--- src/rtl/flerase_pkg.sv ---
package flerase_pkg;

   typedef enum logic [2:0] {
      MD_IDLE     = 3'b000,
      MD_VFY_ARR  = 3'b001,
      MD_ERASE    = 3'b010,
      MD_PRG_ARR  = 3'b011,
      MD_PRG_LOCK = 3'b100,
      MD_VFY_LOCK = 3'b101
   } mode_e;

   typedef enum logic [2:0] {
      PH_PRG_ARR,
      PH_PRG_LOCK,
      PH_ERASE,
      PH_VFY_LOCK,
      PH_VFY_ARR
   } phase_e;

   typedef enum logic [2:0] {
      ST_IDLE,
      ST_SETTLE,
      ST_STROBE,
      ST_GAP,
      ST_REPORT
   } state_e;

   localparam logic [1:0] LVL_LOW  = 2'd0;
   localparam logic [1:0] LVL_NOM  = 2'd1;
   localparam logic [1:0] LVL_HIGH = 2'd2;

   function automatic int imax(input int a, input int b);
      return (a > b) ? a : b;
   endfunction

endpackage

--- src/rtl/flerase_timer.sv ---
module flerase_timer #(
   parameter int TW = 8
) (
   input  logic          clk,
   input  logic          rst_n,
   input  logic          load,
   input  logic [TW-1:0] load_val,
   output logic          expired
);
   logic [TW-1:0] cnt_q;

   always_ff @(posedge clk or negedge rst_n) begin
      if (!rst_n)              cnt_q <= '0;
      else if (load)           cnt_q <= load_val;
      else if (cnt_q != '0)    cnt_q <= cnt_q - 1'b1;
   end

   assign expired = (cnt_q == '0);
endmodule

--- src/rtl/flerase_stepper.sv ---
module flerase_stepper
   import flerase_pkg::*;
#(
   parameter int ADDR_W    = 16,
   parameter int LOCK_BITS = 3,
   parameter int PULSES    = 3
) (
   input  logic              clk,
   input  logic              rst_n,
   input  logic              clr,
   input  logic              adv,
   input  phase_e            phase,
   output logic [ADDR_W-1:0] idx,
   output logic              walk_last
);
   localparam logic [ADDR_W-1:0] ARR_LAST  = '1;
   localparam logic [ADDR_W-1:0] LOCK_LAST = ADDR_W'(LOCK_BITS - 1);

   logic pulse_ph, arr_ph, idx_last, pulse_last;

   assign pulse_ph = (phase == PH_PRG_ARR) || (phase == PH_PRG_LOCK);
   assign arr_ph   = (phase == PH_PRG_ARR) || (phase == PH_VFY_ARR);
   assign idx_last = arr_ph ? (idx == ARR_LAST)
                            : ((phase == PH_ERASE) || (idx == LOCK_LAST));

   generate
      if (PULSES > 1) begin : g_multi_pulse
         localparam int PW = $clog2(PULSES);
         localparam logic [PW-1:0] P_LAST = PW'(PULSES - 1);
         logic [PW-1:0] pcnt_q;
         always_ff @(posedge clk or negedge rst_n) begin
            if (!rst_n)                pcnt_q <= '0;
            else if (clr)              pcnt_q <= '0;
            else if (adv && pulse_ph)  pcnt_q <= pulse_last ? '0 : pcnt_q + 1'b1;
         end
         assign pulse_last = (pcnt_q == P_LAST);
      end else begin : g_single_pulse
         assign pulse_last = 1'b1;
      end
   endgenerate

   always_ff @(posedge clk or negedge rst_n) begin
      if (!rst_n)                                   idx <= '0;
      else if (clr)                                 idx <= '0;
      else if (adv && (!pulse_ph || pulse_last))    idx <= idx + 1'b1;
   end

   assign walk_last = idx_last && (!pulse_ph || pulse_last);
endmodule

--- src/rtl/flerase_fsm.sv ---
module flerase_fsm
   import flerase_pkg::*;
#(
   parameter int TW         = 8,
   parameter int PROG_CYC   = 4,
   parameter int ERASE_CYC  = 16,
   parameter int READ_CYC   = 2,
   parameter int SETTLE_CYC = 4,
   parameter int GAP_CYC    = 1
) (
   input  logic          clk,
   input  logic          rst_n,
   input  logic          start,
   input  logic          tmr_expired,
   input  logic          walk_last,
   input  logic          rd_ok,
   output state_e        state,
   output phase_e        phase,
   output logic          tmr_load,
   output logic [TW-1:0] tmr_val,
   output logic          step_clr,
   output logic          step_adv,
   output logic          fail_q
);
   localparam logic [TW-1:0] T_SET   = TW'(SETTLE_CYC - 1);
   localparam logic [TW-1:0] T_GAP   = TW'(GAP_CYC - 1);
   localparam logic [TW-1:0] T_PROG  = TW'(PROG_CYC - 1);
   localparam logic [TW-1:0] T_ERASE = TW'(ERASE_CYC - 1);
   localparam logic [TW-1:0] T_READ  = TW'(READ_CYC - 1);

   logic verify_ph;
   logic [TW-1:0] strobe_len;
   phase_e next_phase;

   assign verify_ph = (phase == PH_VFY_LOCK) || (phase == PH_VFY_ARR);

   always_comb begin
      unique case (phase)
         PH_ERASE:                strobe_len = T_ERASE;
         PH_VFY_LOCK, PH_VFY_ARR: strobe_len = T_READ;
         default:                 strobe_len = T_PROG;
      endcase
   end

   always_comb begin
      unique case (phase)
         PH_PRG_ARR:  next_phase = PH_PRG_LOCK;
         PH_PRG_LOCK: next_phase = PH_ERASE;
         PH_ERASE:    next_phase = PH_VFY_LOCK;
         default:     next_phase = PH_VFY_ARR;
      endcase
   end

   always_comb begin
      tmr_load = 1'b0;
      tmr_val  = T_SET;
      step_clr = 1'b0;
      step_adv = 1'b0;
      unique case (state)
         ST_IDLE: if (start) begin
            tmr_load = 1'b1;
            step_clr = 1'b1;
         end
         ST_SETTLE: if (tmr_expired) begin
            tmr_load = 1'b1;
            tmr_val  = strobe_len;
         end
         ST_STROBE: if (tmr_expired) begin
            tmr_load = 1'b1;
            tmr_val  = T_GAP;
         end
         ST_GAP: if (tmr_expired) begin
            tmr_load = 1'b1;
            if (!walk_last) begin
               step_adv = 1'b1;
               tmr_val  = strobe_len;
            end else begin
               step_clr = 1'b1;
            end
         end
         default: ;
      endcase
   end

   always_ff @(posedge clk or negedge rst_n) begin
      if (!rst_n) begin
         state  <= ST_IDLE;
         phase  <= PH_PRG_ARR;
         fail_q <= 1'b0;
      end else begin
         unique case (state)
            ST_IDLE: if (start) begin
               state  <= ST_SETTLE;
               phase  <= PH_PRG_ARR;
               fail_q <= 1'b0;
            end
            ST_SETTLE: if (tmr_expired) state <= ST_STROBE;
            ST_STROBE: if (tmr_expired) begin
               if (verify_ph && !rd_ok) begin
                  fail_q <= 1'b1;
                  state  <= ST_REPORT;
               end else begin
                  state  <= ST_GAP;
               end
            end
            ST_GAP: if (tmr_expired) begin
               if (!walk_last)              state <= ST_STROBE;
               else if (phase == PH_VFY_ARR) state <= ST_REPORT;
               else begin
                  phase <= next_phase;
                  state <= ST_SETTLE;
               end
            end
            default: state <= ST_IDLE;
         endcase
      end
   end
endmodule

--- src/rtl/flerase_decode.sv ---
module flerase_decode
   import flerase_pkg::*;
(
   input  state_e      state,
   input  phase_e      phase,
   output logic        busy,
   output logic        done,
   output logic        strobe,
   output logic [2:0]  mode_sel,
   output logic [1:0]  core_lvl,
   output logic [1:0]  pgm_lvl
);
   mode_e md;

   assign busy   = (state == ST_SETTLE) || (state == ST_STROBE) || (state == ST_GAP);
   assign done   = (state == ST_REPORT);
   assign strobe = (state == ST_STROBE);

   always_comb begin
      md       = MD_IDLE;
      core_lvl = LVL_NOM;
      pgm_lvl  = LVL_NOM;
      if (busy) begin
         unique case (phase)
            PH_PRG_ARR:  begin md = MD_PRG_ARR;  core_lvl = LVL_HIGH; pgm_lvl = LVL_HIGH; end
            PH_PRG_LOCK: begin md = MD_PRG_LOCK; core_lvl = LVL_HIGH; pgm_lvl = LVL_HIGH; end
            PH_ERASE:    begin md = MD_ERASE;    core_lvl = LVL_HIGH; pgm_lvl = LVL_HIGH; end
            PH_VFY_LOCK: begin md = MD_VFY_LOCK; core_lvl = LVL_LOW;  pgm_lvl = LVL_LOW;  end
            default:     begin md = MD_VFY_ARR;  core_lvl = LVL_LOW;  pgm_lvl = LVL_HIGH; end
         endcase
      end
   end

   assign mode_sel = md;
endmodule

--- src/rtl/flerase_seq.sv ---
module flerase_seq
   import flerase_pkg::*;
#(
   parameter int              ADDR_W     = 16,
   parameter int              DATA_W     = 8,
   parameter int              LOCK_BITS  = 3,
   parameter int              PULSES     = 3,
   parameter int              PROG_CYC   = 4000,
   parameter int              ERASE_CYC  = 20000000,
   parameter int              READ_CYC   = 4,
   parameter int              SETTLE_CYC = 400,
   parameter int              GAP_CYC    = 2,
   parameter logic [DATA_W-1:0] ERASED_VAL = '1
) (
   input  logic              clk,
   input  logic              rst_n,
   input  logic              start,
   input  logic [DATA_W-1:0] rd_data,
   output logic              busy,
   output logic              done,
   output logic              fail,
   output logic [2:0]        mode_sel,
   output logic [1:0]        core_lvl,
   output logic [1:0]        pgm_lvl,
   output logic [ADDR_W-1:0] addr,
   output logic              strobe
);
   localparam int MAXC = imax(imax(imax(PROG_CYC, ERASE_CYC), imax(READ_CYC, SETTLE_CYC)), GAP_CYC);
   localparam int TW   = $clog2(MAXC + 1);

   generate
      if (PULSES < 1 || PROG_CYC < 1 || ERASE_CYC < 1 || READ_CYC < 1 ||
          SETTLE_CYC < 1 || GAP_CYC < 1) begin : g_bad_timing
         $error("flerase_seq: pulse counts and cycle widths must be at least 1");
      end
      if (LOCK_BITS < 1 || LOCK_BITS > (1 << ADDR_W)) begin : g_bad_lock
         $error("flerase_seq: LOCK_BITS must lie in 1..2**ADDR_W");
      end
      if (ADDR_W < 1 || DATA_W < 1) begin : g_bad_width
         $error("flerase_seq: ADDR_W and DATA_W must be at least 1");
      end
   endgenerate

   state_e        state;
   phase_e        phase;
   logic          tmr_load, tmr_expired, step_clr, step_adv, walk_last, rd_ok;
   logic [TW-1:0] tmr_val;

   assign rd_ok = (rd_data == ERASED_VAL);

   flerase_timer #(.TW(TW)) timer_i (
      .clk(clk), .rst_n(rst_n), .load(tmr_load), .load_val(tmr_val), .expired(tmr_expired)
   );

   flerase_stepper #(.ADDR_W(ADDR_W), .LOCK_BITS(LOCK_BITS), .PULSES(PULSES)) stepper_i (
      .clk(clk), .rst_n(rst_n), .clr(step_clr), .adv(step_adv), .phase(phase),
      .idx(addr), .walk_last(walk_last)
   );

   flerase_fsm #(
      .TW(TW), .PROG_CYC(PROG_CYC), .ERASE_CYC(ERASE_CYC), .READ_CYC(READ_CYC),
      .SETTLE_CYC(SETTLE_CYC), .GAP_CYC(GAP_CYC)
   ) fsm_i (
      .clk(clk), .rst_n(rst_n), .start(start), .tmr_expired(tmr_expired),
      .walk_last(walk_last), .rd_ok(rd_ok), .state(state), .phase(phase),
      .tmr_load(tmr_load), .tmr_val(tmr_val), .step_clr(step_clr),
      .step_adv(step_adv), .fail_q(fail)
   );

   flerase_decode decode_i (
      .state(state), .phase(phase), .busy(busy), .done(done), .strobe(strobe),
      .mode_sel(mode_sel), .core_lvl(core_lvl), .pgm_lvl(pgm_lvl)
   );
endmodule

--- config.mk ---
export PLATFORM = sky130hd
export DESIGN_NAME = flerase_seq
export DESIGN_NICKNAME = d
export VERILOG_FILES = /design/src/rtl/flerase_pkg.sv /design/src/rtl/flerase_timer.sv /design/src/rtl/flerase_stepper.sv /design/src/rtl/flerase_fsm.sv /design/src/rtl/flerase_decode.sv /design/src/rtl/flerase_seq.sv
export SDC_FILE = /design/constraint.sdc
export NUM_CORES = 1
export LEC_CHECK = 0
export ABC_AREA = 1
export BUFFER_PORTS_ARGS = -buffer_cell sky130_fd_sc_hd__clkbuf_2
export CORE_MARGIN = 1.5
export CORE_UTILIZATION = 50
export DETAILED_ROUTE_END_ITERATION = 10
export PLACE_DENSITY = 0.72
export RECOVER_POWER = 100
export SLEW_MARGIN = 20
export SYNTH_ARGS = -nofsm -noshare
export SYNTH_HDL_FRONTEND = slang
export SYNTH_HIERARCHICAL = 1
export SYNTH_SLANG_ARGS = --single-unit
export TNS_END_PERCENT = 5
--- constraint.sdc ---
create_clock -name clk -period 6.53 [get_ports clk]
set_input_delay 0.653 -clock clk [delete_from_list [all_inputs] [get_ports clk]]
set_output_delay 0.653 -clock clk [all_outputs]
set_load 0.01 [all_outputs]
==> Word level (Yosys, flattened, before mapping) <==
Index checks and enable logic that the tools add are counted.
{ "totals": {"reg_bits": 50, "latch_bits": 0, "mem_bits_rw": 0, "rom_bits": 0, "input_bits": 11, "output_inout_bits": 27, "word_cells": 103, "memories": 0} }
{ "op_classes": {"addsub": 3, "mul": 0, "div_mod_pow": 0, "order_cmp": 0, "eq_ne": 19, "n_shift": 0, "mux": 47, "bitwise": 0, "n_reduce_logical": 28} }
{ "ops": {"columns": ["operator", "n"], "rows": [
  ["25-bit two-way mux", 5],
  ["25-bit case mux with 3 select lines", 1],
  ["25-bit case mux with 2 select lines", 1],
  ["3-bit two-way mux", 12],
  ["16-bit two-way mux", 2],
  ["25-bit logical NOT", 1],
  ["25-bit nonzero test", 1],
  ["25-bit by 1-bit subtractor with 25-bit output, second input constant", 1],
  ["3-bit case mux with 4 select lines", 2],
  ["16-bit by 1-bit adder with 16-bit output, second input constant", 1],
  ["16-bit == test, second input constant", 1],
  ["16-bit by 2-bit == test with 1-bit output, second input constant", 1],
  ["2-bit two-way mux", 7],
  ["3-bit by 2-bit == test with 1-bit output, second input constant", 4],
  ["1-bit two-way mux", 11],
  ["2-bit inequality test, second input constant", 5],
  ["2-bit nonzero test", 5],
  ["9-bit two-way mux", 1],
  ["3-bit case mux with 3 select lines", 1],
  ["8-bit == test, second input constant", 1],
  ["4-bit AND reduction", 2],
  ["1-bit logical OR", 7],
  ["3-bit by 1-bit == test with 1-bit output, second input constant", 2],
  ["3-bit == test, second input constant", 2],
  ["other kinds (11)", 20]
]} }

==> Logic depth before layout (Yosys ltp) <==
{ "logic_depth": {"word_depth": 11, "depth_mapped": 20, "mapped_depth_nobuf": 19} }

==> Hierarchy <==
The synthesis kept the hierarchy.
{ "by_module_without_submodules": {"columns": ["module", "instances", "cells_each", "area_each_um2", "seq_area_each_um2"], "rows": [
  ["flerase_timer", 1, 233, 1741.7, 625.6],
  ["flerase_stepper", 1, 168, 1227.4, 450.4],
  ["flerase_fsm", 1, 118, 708.2, 175.2],
  ["flerase_decode", 1, 19, 95.1, 0.0],
  ["flerase_seq", 1, 11, 41.3, 0.0]
]} }

==> Worst setup path after synthesis <==
Ideal clock, no wire load.
{ "synth_timing": {"path_kind": "register -> register", "from": "register timer_i.cnt_q[0]", "to": "register stepper_i.idx[8]", "setup_time_ps": 119, "t_arrival_ps": 2257, "required_ps": 6411, "slack_ps": 4154, "stages_incl_launch_ff": 17, "path_buffers": 0, "synth_period_minus_slack_ps": 2376, "cell_sequence": "dfrtp_1 > inv_1 > ha_1 > inv_1 > nor2_1 > nand2_1 > nor2_2 > nand3_4 > inv_1 > inv_1 > or2_2 > nor2_1 > nand2_8 > nor2_8 > nand3_1 > nand2_1 > nor2_1"} }
{ "synth_between": {"elab_chain_cells": 5, "elab_cells_between_ends": 8, "cone_classes": "mux: 5; reduce/logical: 3"} }
{ "synth_lines": {"columns": ["item", "line_no", "source"], "rows": [
  ["from (decl)", "flerase_timer.sv:10", "logic [TW-1:0] cnt_q;"],
  ["from (signal assigned)", "flerase_timer.sv:14", "else if (load) cnt_q <= load_val;"],
  ["from (signal assigned)", "flerase_timer.sv:15", "else if (cnt_q != '0) cnt_q <= cnt_q - 1'b1;"],
  ["25-bit logical NOT", "flerase_timer.sv:18", "assign expired = (cnt_q == '0);"],
  ["named net tmr_expired", "flerase_seq.sv:46", "logic tmr_load, tmr_expired, step_clr, step_adv, walk_last, rd_ok;"],
  ["1-bit two-way mux", "flerase_fsm.sv:72", "ST_GAP: if (tmr_expired) begin"],
  ["1-bit two-way mux", "flerase_fsm.sv:59", "unique case (state)"],
  ["named net step_adv", "flerase_seq.sv:46", null],
  ["1-bit logical AND", "flerase_stepper.sv:45", "else if (adv && (!pulse_ph || pulse_last)) idx <= idx + 1'b1;"],
  ["2-bit nonzero test (no source line)", null, null],
  ["to (signal assigned)", "flerase_stepper.sv:45", null],
  ["to (decl)", "flerase_stepper.sv:13", "output logic [ADDR_W-1:0] idx,"]
]} }
The timed path passes the listed nets, and every way through them passes these cells.
A chain may end at the register's enable or synchronous reset.

==> Final worst setup path <==
{ "layout_timing": {"from": "register timer_i.cnt_q[0]", "to": "register timer_i.cnt_q[22]"} }
{ "layout_between": {"elab_chain_cells": 4, "elab_cells_between_ends": 11, "cone_classes": "add/sub: 1; mux: 7; reduce/logical: 3"} }
{ "layout_lines": {"columns": ["item", "line_no"], "rows": [
  ["25-bit logical NOT *", "flerase_timer.sv:18"],
  ["named net tmr_expired", "flerase_seq.sv:46"],
  ["1-bit two-way mux *", "flerase_fsm.sv:64, flerase_fsm.sv:68, flerase_fsm.sv:72"],
  ["1-bit case mux with 2 select lines *", "flerase_fsm.sv:59"],
  ["named net tmr_load", "flerase_seq.sv:46"],
  ["25-bit two-way mux / 2-bit nonzero test (equally long branches)", null]
]} }
The timed path passes the listed nets; every way through them passes the cells marked *. The select of a mux whose other input is x is not followed.

==> results.tsv <==
metric	value	unit
layout_common_cells	nand2_1 (168), nor2_1 (82), inv_1 (61)	
ios	38	
worst_pin_slew	2.75	ns
final_hold_viol_count	0	
cts_tree	yes	
mostFrequentLayoutCell	nand2_1	
wl_met1	3810	um
antenna_found_initial	0	
syn_area	3810	um2
syn_inst	549	
crit_top_cell	inv_1	
r2r_start	timer_i/cnt_q[0]$_DFFE_PN0P_	
route.met3.wl	260	um
cts_buffers	5	
initial_utilization	52.0	%
nNetsFinal	591	
min_from	fsm_i/fail_q$_DFFE_PN0P_	
design.core.area	7330	um2
synth_top_area_share	32.8	%
layout-area-overhead-vs-synth	2.95	%
grt_max_degree	51	
portBuffers	37	
gp_congestion	0.932	
drv_slew	51	
cp_slowest_stage_delay	0.81	ns
finalCoreUtilization	53.6	%
arrival	4.13	ns
cts_sinks	50	
synth_flop_cell	dfrtp_1	
max_freq	255	MHz
route.detailed.drc	0	
clock_path_buffers	2	
ys_warn_count	6	
period_share	60.2	%
ant_nets	0	
top_layer	met4	
die_w	90.3	um
power_leakage	0.00200	uW
h-tree-depth	2	
synth-edff-count	0	
postLayoutCellArea	3930	um2
cp_top_family	buffers and inverters	
gr-usage-all-layers	20.4	%
initialDrtViolationCount	131	
drive_above_1_share	11.6	%
viasPerCell	4.91	
yosysSeqAreaShare	32.8	%
cp_num_buf_inv	8	
skew	0.0109	ns
worstPathRequired	6.73	ns
grt_pass1_wl	13700	um
die-area	8160	um2
clk_latency	0.30	ns
ys_types	42	
postSynthAreaPerCell	6.95	um2
crit_chain	inv_1 -> ha_1 -> inv_1 -> nor2_1 -> nand2_1 -> nor2_1 -> nand3_4 -> inv_1 -> inv_1 -> nand2_1 -> nand2_1 -> nor2_1 -> inv_1 -> nor2_1 -> clkbuf_1 -> inv_1 -> nand2_1 -> inv_4 -> nand3_1 -> nand2_1	
ctsResizeCount	0	
synth_top_area_cell	dfrtp_1	
vias	3316	
wl	7950	um
failed_checks	capacitance limit, slew limit	
dp_slack	3.64	ns
path_class	flop to flop	
hold_path_class	flop to flop	
overflow	0	
path_depth	20	
setup_tns	0	ns
cpMaxStageDelayCell	clkbuf_1	
relSlewSlack	-83.1	%
worstSetupEndpointType	flop	
antennaDiodeCount	0	
reg2regPathDepth	20	
die_h	90.3	um
status	finished, violations left	
cts_setup_buffers	0	
synthTopCellsByArea	dfrtp_1 (33%), nand2_1 (16%), nor2_1 (7.8%)	
vdd_drop_max	240	uV
rsz0062_at_grt	no	
finalCriticalPeriod	3.93	ns
setup_violations	0	
ys_async_sr_fraction	100	%
wire_per_inst	11.8	um
cts_root_buffer	clkbuf_8	
wl_met2	3740	um
cts_hold_buf	0	
cp_max_fo	25	
drv_cap	1	
place_hpwl	5790	um
ys_seq_elements	50	
cp-start-kind	flop	
grt_pass1_vias	3031	
holdPathStages	2	
path_clk_slew	0.09	ns
rows	31	
pwr_density_cell	340	nW/um2
setup_ws	2.60	ns
first_pass_iters	4	
placed_area	3960	um2
startpoint	timer_i/cnt_q[0]$_DFFE_PN0P_	
-- per-layer routing --
layer,vias to the layer above,GRT usage (%)
li1,1728,-
met2,64,34.6
met4,0,6.61
met5,-,0
met1,1509,26.6
met3,15,3.28
-- logic make-up (layout without fill, tap and decap cells) --
family,count (synthesis),after routing,synth area share (%)
simple gates,349,349,44.1
buf+inv,91,111,11.7
flops,50,50,32.8
compound gates,41,41,7.09
xor+xnor,12,12,2.76
fa+ha+maj,4,4,1.31
other cells,2,9,0.197
-- stage by stage --
stage / instances / total power (uW) / hold WS, ns
2_1_floorplan: 556 / 1100 / 0.357
3_3_place_gp: 668 / 1210 / 0.459
3_5_place_dp: 668 / 1220 / 0.468
4_1_cts: 675 / 1410 / 0.475
5_1_grt: 675 / 1460 / 0.517
6_report: 675 / 1330 / 0.482
-- final cells by class --
cell class / instances / area (um2)
clock buffers: 6 / 72.6
clock inverters: 1 / 7.51
fillers: 733 / 3400
inverters: 65 / 246
multi-input cells: 415 / 2060
flip-flops and latches: 50 / 1250
well taps: 99 / 124
repair buffers: 39 / 160
-- registers in the layout (all words and copies together), names as in the netlist --
signal	count
timer_i/cnt_q	25
stepper_i/idx	16
fsm_i/phase	3
fsm_i/state	3
stepper_i/g_multi_pulse.pcnt_q	2
fsm_i/fail_q	1
-- final timing paths --
kind                                                                 endpoint  slack (ns)
worst max-delay path                            timer_i/cnt_q[22]$_DFFE_PN0P_        2.60
worst min-delay path                                 fsm_i/fail_q$_DFFE_PN0P_        0.48
worst max register to register                  timer_i/cnt_q[22]$_DFFE_PN0P_        2.60
worst min register to register                       fsm_i/fail_q$_DFFE_PN0P_        0.48
max in group asynchronous                        timer_i/cnt_q[1]$_DFFE_PN0P_        3.67
min in group asynchronous       stepper_i/g_multi_pulse.pcnt_q[0]$_DFFE_PN0P_        1.30
-- power breakdown --
part	total (uW)	switching, uW	leakage (uW)	internal, uW
registers	460	81.6	0.000662	379
logic	697	473	0.00130	224
clock network	177	103	0.0000373	73.8
-- synthesized netlist by cell type, types with 2 or more instances --
library cell  instances
buf_4                21
nor2_4               10
ha_1                  4
o21ai_2              10
nor3_2                2
nand3_1              39
conb_1                2
nor2_2               11
nand4_1               7
buf_2                 2
and2_1                2
dfrtp_1              50
inv_1                60
nor2_1               79
o21bai_1              3
nand2_2              15
nand2_1             164
nor3_1                3
a21oi_1              10
o21ai_0              11
or2_2                 2
nor2_8                3
xnor2_1               6
inv_2                 4
o21ai_1               2
nand2_4               6
xor2_1                6
-- worst min-delay path, stage by stage (launching register included) --
cell and delay (ns):
dfrtp_1 0.35, nand2_1 0.05, nand2_1 0.05
No activity file was read; power rests on OpenSTA's default activity.
